File: src/rtl/npc_pkg.sv
package npc_pkg;

  typedef enum logic [1:0] {
    PCS_SEQ    = 2'b00,
    PCS_BRANCH = 2'b01,
    PCS_REG    = 2'b10,
    PCS_ABS    = 2'b11
  } pc_src_e;

endpackage

File: src/rtl/npc_incr.sv
module npc_incr #(
  parameter int ADDR_W    = 32,
  parameter int STEP_BYTES = 4
) (
  input  logic [ADDR_W-1:0] pc_cur,
  output logic [ADDR_W-1:0] pc_inc
);
  localparam logic [ADDR_W-1:0] STEP_V = ADDR_W'(STEP_BYTES);

  always_comb begin
    pc_inc = pc_cur + STEP_V;
  end
endmodule

File: src/rtl/npc_targets.sv
module npc_targets #(
  parameter int ADDR_W     = 32,
  parameter int JFIELD_W   = 26,
  parameter int WORD_SHIFT = 2
) (
  input  logic [ADDR_W-1:0]   pc_inc,
  input  logic [ADDR_W-1:0]   br_offset,
  input  logic [JFIELD_W-1:0] jmp_field,
  output logic [ADDR_W-1:0]   br_target,
  output logic [ADDR_W-1:0]   abs_target
);
  localparam int UPPER_W = ADDR_W - JFIELD_W - WORD_SHIFT;

  logic [ADDR_W-1:0] disp_bytes;

  always_comb begin
    disp_bytes = br_offset << WORD_SHIFT;
    br_target  = pc_inc + disp_bytes;
  end

  generate
    if (UPPER_W > 0) begin : g_region
      always_comb begin
        abs_target = {pc_inc[ADDR_W-1 -: UPPER_W], jmp_field, {WORD_SHIFT{1'b0}}};
      end
    end else begin : g_flat
      always_comb begin
        abs_target = ADDR_W'({jmp_field, {WORD_SHIFT{1'b0}}});
      end
    end
  endgenerate
endmodule

File: src/rtl/npc_select.sv
module npc_select
  import npc_pkg::*;
#(
  parameter int ADDR_W = 32
) (
  input  pc_src_e           src,
  input  logic              taken,
  input  logic [ADDR_W-1:0] seq_addr,
  input  logic [ADDR_W-1:0] br_addr,
  input  logic [ADDR_W-1:0] reg_addr,
  input  logic [ADDR_W-1:0] abs_addr,
  output logic [ADDR_W-1:0] next_addr
);
  always_comb begin
    unique case (src)
      PCS_SEQ:    next_addr = seq_addr;
      PCS_BRANCH: next_addr = taken ? br_addr : seq_addr;
      PCS_REG:    next_addr = reg_addr;
      PCS_ABS:    next_addr = abs_addr;
      default:    next_addr = seq_addr;
    endcase
  end
endmodule

File: src/rtl/npc_pc_reg.sv
module npc_pc_reg #(
  parameter int ADDR_W = 32,
  parameter logic [ADDR_W-1:0] RESET_PC = '0
) (
  input  logic              clk,
  input  logic              rst_n,
  input  logic              adv,
  input  logic [ADDR_W-1:0] d,
  output logic [ADDR_W-1:0] q
);
  always_ff @(posedge clk or negedge rst_n) begin
    if (!rst_n) begin
      q <= RESET_PC;
    end else if (adv) begin
      q <= d;
    end
  end
endmodule

File: src/rtl/npc_unit.sv
module npc_unit
  import npc_pkg::*;
#(
  parameter int ADDR_W     = 32,
  parameter int JFIELD_W   = 26,
  parameter int WORD_SHIFT = 2,
  parameter logic [ADDR_W-1:0] RESET_PC = '0
) (
  input  logic                clk,
  input  logic                rst_n,
  input  logic                instr_ready,
  input  logic                halt_req,
  input  logic [1:0]          pc_src,
  input  logic                br_taken,
  input  logic [ADDR_W-1:0]   br_offset,
  input  logic [JFIELD_W-1:0] jmp_field,
  input  logic [ADDR_W-1:0]   rs_value,
  output logic [ADDR_W-1:0]   pc_q,
  output logic [ADDR_W-1:0]   pc_plus4
);
  localparam int STEP_BYTES = 1 << WORD_SHIFT;

  logic [ADDR_W-1:0] pc_r;
  logic [ADDR_W-1:0] seq_w;
  logic [ADDR_W-1:0] br_w;
  logic [ADDR_W-1:0] abs_w;
  logic [ADDR_W-1:0] nxt_w;
  logic              advance;
  pc_src_e           src_w;

  always_comb begin
    src_w   = pc_src_e'(pc_src);
    advance = instr_ready & ~halt_req;
  end

  npc_incr #(.ADDR_W(ADDR_W), .STEP_BYTES(STEP_BYTES)) u_incr (
    .pc_cur (pc_r),
    .pc_inc (seq_w)
  );

  npc_targets #(.ADDR_W(ADDR_W), .JFIELD_W(JFIELD_W), .WORD_SHIFT(WORD_SHIFT)) u_tgt (
    .pc_inc     (seq_w),
    .br_offset  (br_offset),
    .jmp_field  (jmp_field),
    .br_target  (br_w),
    .abs_target (abs_w)
  );

  npc_select #(.ADDR_W(ADDR_W)) u_sel (
    .src       (src_w),
    .taken     (br_taken),
    .seq_addr  (seq_w),
    .br_addr   (br_w),
    .reg_addr  (rs_value),
    .abs_addr  (abs_w),
    .next_addr (nxt_w)
  );

  npc_pc_reg #(.ADDR_W(ADDR_W), .RESET_PC(RESET_PC)) u_pc (
    .clk   (clk),
    .rst_n (rst_n),
    .adv   (advance),
    .d     (nxt_w),
    .q     (pc_r)
  );

  assign pc_q     = pc_r;
  assign pc_plus4 = seq_w;
endmodule

File: config.mk
export PLATFORM = sky130hd
export DESIGN_NAME = npc_unit
export DESIGN_NICKNAME = d
export VERILOG_FILES = /design/src/rtl/npc_pkg.sv /design/src/rtl/npc_incr.sv /design/src/rtl/npc_targets.sv /design/src/rtl/npc_select.sv /design/src/rtl/npc_pc_reg.sv /design/src/rtl/npc_unit.sv
export SDC_FILE = /design/constraint.sdc
export NUM_CORES = 1
export LEC_CHECK = 0
export ABC_AREA = 1
export BUFFER_PORTS_ARGS = -buffer_cell sky130_fd_sc_hd__buf_2
export CORE_UTILIZATION = 45
export DETAILED_ROUTE_END_ITERATION = 8
export GPL_ROUTABILITY_DRIVEN = 0
export PLACE_DENSITY_LB_ADDON = 0.1
export SYNTH_ARGS = -nofsm -noshare
export SYNTH_HDL_FRONTEND = slang
export SYNTH_HIERARCHICAL = 1
export SYNTH_SLANG_ARGS = --single-unit
File: constraint.sdc
create_clock -name clk -period 3.81 [get_ports clk]
set_clock_uncertainty 0.05 [all_clocks]
set_input_delay 0.9525 -clock clk [delete_from_list [all_inputs] [get_ports clk]]
set_output_delay 0.9525 -clock clk [all_outputs]
set_load 0.01 [all_outputs]
==> results.cfg <==
[logic_synthesis]
synth_most_common_cell = nand2_1
syn_area_per_cell_sq_um = 5.417
synth_flop_cell = dfrtp_1
yosys_warnings = 6
synth_top_area_cell = nand2_1
synth_seq_cells = 32
synth.area.top_cells = nand2_1 (32%), dfrtp_1 (13%), nand3_1 (10%), inv_1 (8.8%), ha_1 (6.1%)
async_reset_ff_frac = 1.000
syn_area_sq_um = 6202
ys_types = 36
ys_top_cells_by_count = nand2_1 (534), inv_1 (145), nand3_1 (128)
ys_seq_area_frac = 0.1291
syn_inst = 1145
synth_edf_count = 0
synth.top_cell.area_share = 0.3232

[detailed_routing]
m1WireLength_microns = 8472
wl_met2_microns = 9263
viasPerCell = 4.904
drtAntennaViolNets = 0
vias = 7037
drcViolationCount = 0
drt_iter0_drc = 541
met3_length_microns = 1438
drt-total-wl_microns = 19620
dr.pass1.iters = 5
wire_per_inst_microns = 13.68
highest_layer = met4

[placement]
io_buffers = 158
place_hpwl_microns = 16110
place_ws_ps = 372.2
dpl-instance-area_sq_um = 6838

[critical_path]
reg2reg_from = u_pc/q[3]
required_ps = 3980
crit_fanout = 5
critPathKind = reg2reg
critPathCaptureType = register
startpoint = u_pc/q[3]
startpoint_type = register
cp_data_arrival_time_ps = 3650

[hold_path]
hold_start = u_pc/q[31]
hold_class = reg2reg

[power]
powerDensity_nw_per_um2 = 372.0
vdd_drop_max_mv = 0.1869
leakage_uw = 0.004353

[timing]
holdWs_ps = 483.1
clock.fmax_ghz = 0.2867
setup-tns-final_ps = 0
slew_viol_final = 0
fin_crit_ps = 3488
max-slew-margin-rel = 0.3356
rsz0062_at_grt = no
setup_ws_ps = 322.0
tightest_slew_ps = 995.6
min_period_over_period = 0.9155
final-setup-viol-count = 0
timing_hold_violations_final = 0

[layout]
largest_reg_flops = 32
fin_area_sq_um = 7002
fillCellCount = 1509
finalNetCount = 1386
n_antenna_cell = 0
area_growth_pct = 12.89
seqCellArea_sq_um = 800.8
fin_util = 0.5246
reg_top3 = u_pc/q (32)
multi_input_area_sq_um = 4332
drive_gt1_frac = 0.2017
largest_register = u_pc/q

[floorplan]
die_h_microns = 119.4
die_w_microns = 119.4
rows = 42
ios = 161
start_util = 0.4647
fp.coreArea_sq_um = 13350
dieArea_sq_um = 14260

[grt]
grt_usage = 0.2806
grt_pass1_vias = 6307
grt_pass1_wl_microns = 31520
grt_max_degree = 41
grt_overflow = 0
antenna_found_initial = 0

[clocking]
cts_setup_buffers = 0
cts_sinks = 32
cts_resized = 0
holdBufCountCts = 0
cts_buffers = 5
cts_tree = yes
path_clk_slew_ps = 60
cts-root-buf = clkbuf_16
ctsHtreeMaxLevel = 2
clockBufferDepth = 2
clkLatencyLatePin_ps = 290

[flow_run]
cap_violations = 0

[run_status]
status = completed
-- final timing paths --
kind	slack, ps	end	cells past startpoint
worst max-delay path	320	u_pc/q[24]	23
worst min register to register	480	u_pc/q[31]	2
max in group asynchronous	2490	u_pc/q[28]	1
worst min-delay path	480	u_pc/q[31]	2
worst max register to register	320	u_pc/q[24]	23
min in group asynchronous	710	u_pc/q[25]	1
-- cells by family after synthesis --
| family | count (synthesis) | share of synthesized area |
|---|---|---|
| flip-flops | 32 | 0.1291 |
| buffers and inverters | 219 | 0.1731 |
| other | 1 | 0.0006046 |
| XOR/XNOR | 31 | 0.04499 |
| adder cells (fa/ha/maj) | 31 | 0.06375 |
| AO/OA/AOI/OAI | 27 | 0.02623 |
| AND/OR/NAND/NOR | 804 | 0.5622 |
-- report_power, final --
| part | internal [uW] | switching [uW] |
|---|---|---|
| combinational | 594 | 1030 |
| clock | 308 | 157 |
| sequential | 403 | 108 |
| total | 1300 | 1300 |
-- through the flow --
step / power, uW / cells
finish: 2604 / 1435
global route: 2844 / 1435
CTS: 2609 / 1435
detailed placement: 2137 / 1427
global placement: 2130 / 1427
floorplan: 1647 / 1146
-- cell type report --
cell class,instances,area share
clock inverter,2,0.005004
inverter,149,0.08095
timing repair buffer,175,0.1312
multi-input combinational,895,0.6187
tap,176,0.03145
clock buffer,6,0.01841
sequential,32,0.1144
-- worst max-delay path: stages, from the launching register on --
cell and delay (ps):
dfrtp_1 420, ha_1 240, nand2_1 80, nor2_2 170, nand2_4 130, nor2_4 140, nand2_1 70, nand2_1 60
nand2_1 160, ha_1 460, nand2_1 140, nor2_1 230, nand2_1 110, nor2_1 120, o21ai_1 90, nand3_1 90
nand2_1 50, nand2_1 50, nand2_1 100, nand2_1 100, nand2_1 80, nand3_1 110, nand2_1 50, nand2_1 100
-- layer usage --
metal  track usage  vias up
li1              -     3674
met1        0.3663     3090
met2        0.4778      245
met3       0.04502       28
met4       0.07344        0
met5             0        -
-- placed cells by master (no fill, tap or decap), types with 5 or more instances in the layout --
cell type / netlist / routed
nand2_1: 534 / 534
buf_2: 20 / 158
inv_1: 145 / 145
nand3_1: 128 / 128
nor2_1: 65 / 65
dfrtp_1: 32 / 32
nand2_2: 30 / 30
ha_1: 30 / 30
xor2_1: 21 / 21
buf_4: 40 / 17
a21oi_1: 16 / 16
nor2_2: 13 / 13
xnor2_1: 9 / 9
nor2_4: 7 / 7
nand3b_1: 7 / 7
clkbuf_16: 0 / 5
nand4_1: 5 / 5
Power figures use the tool's default switching activity.
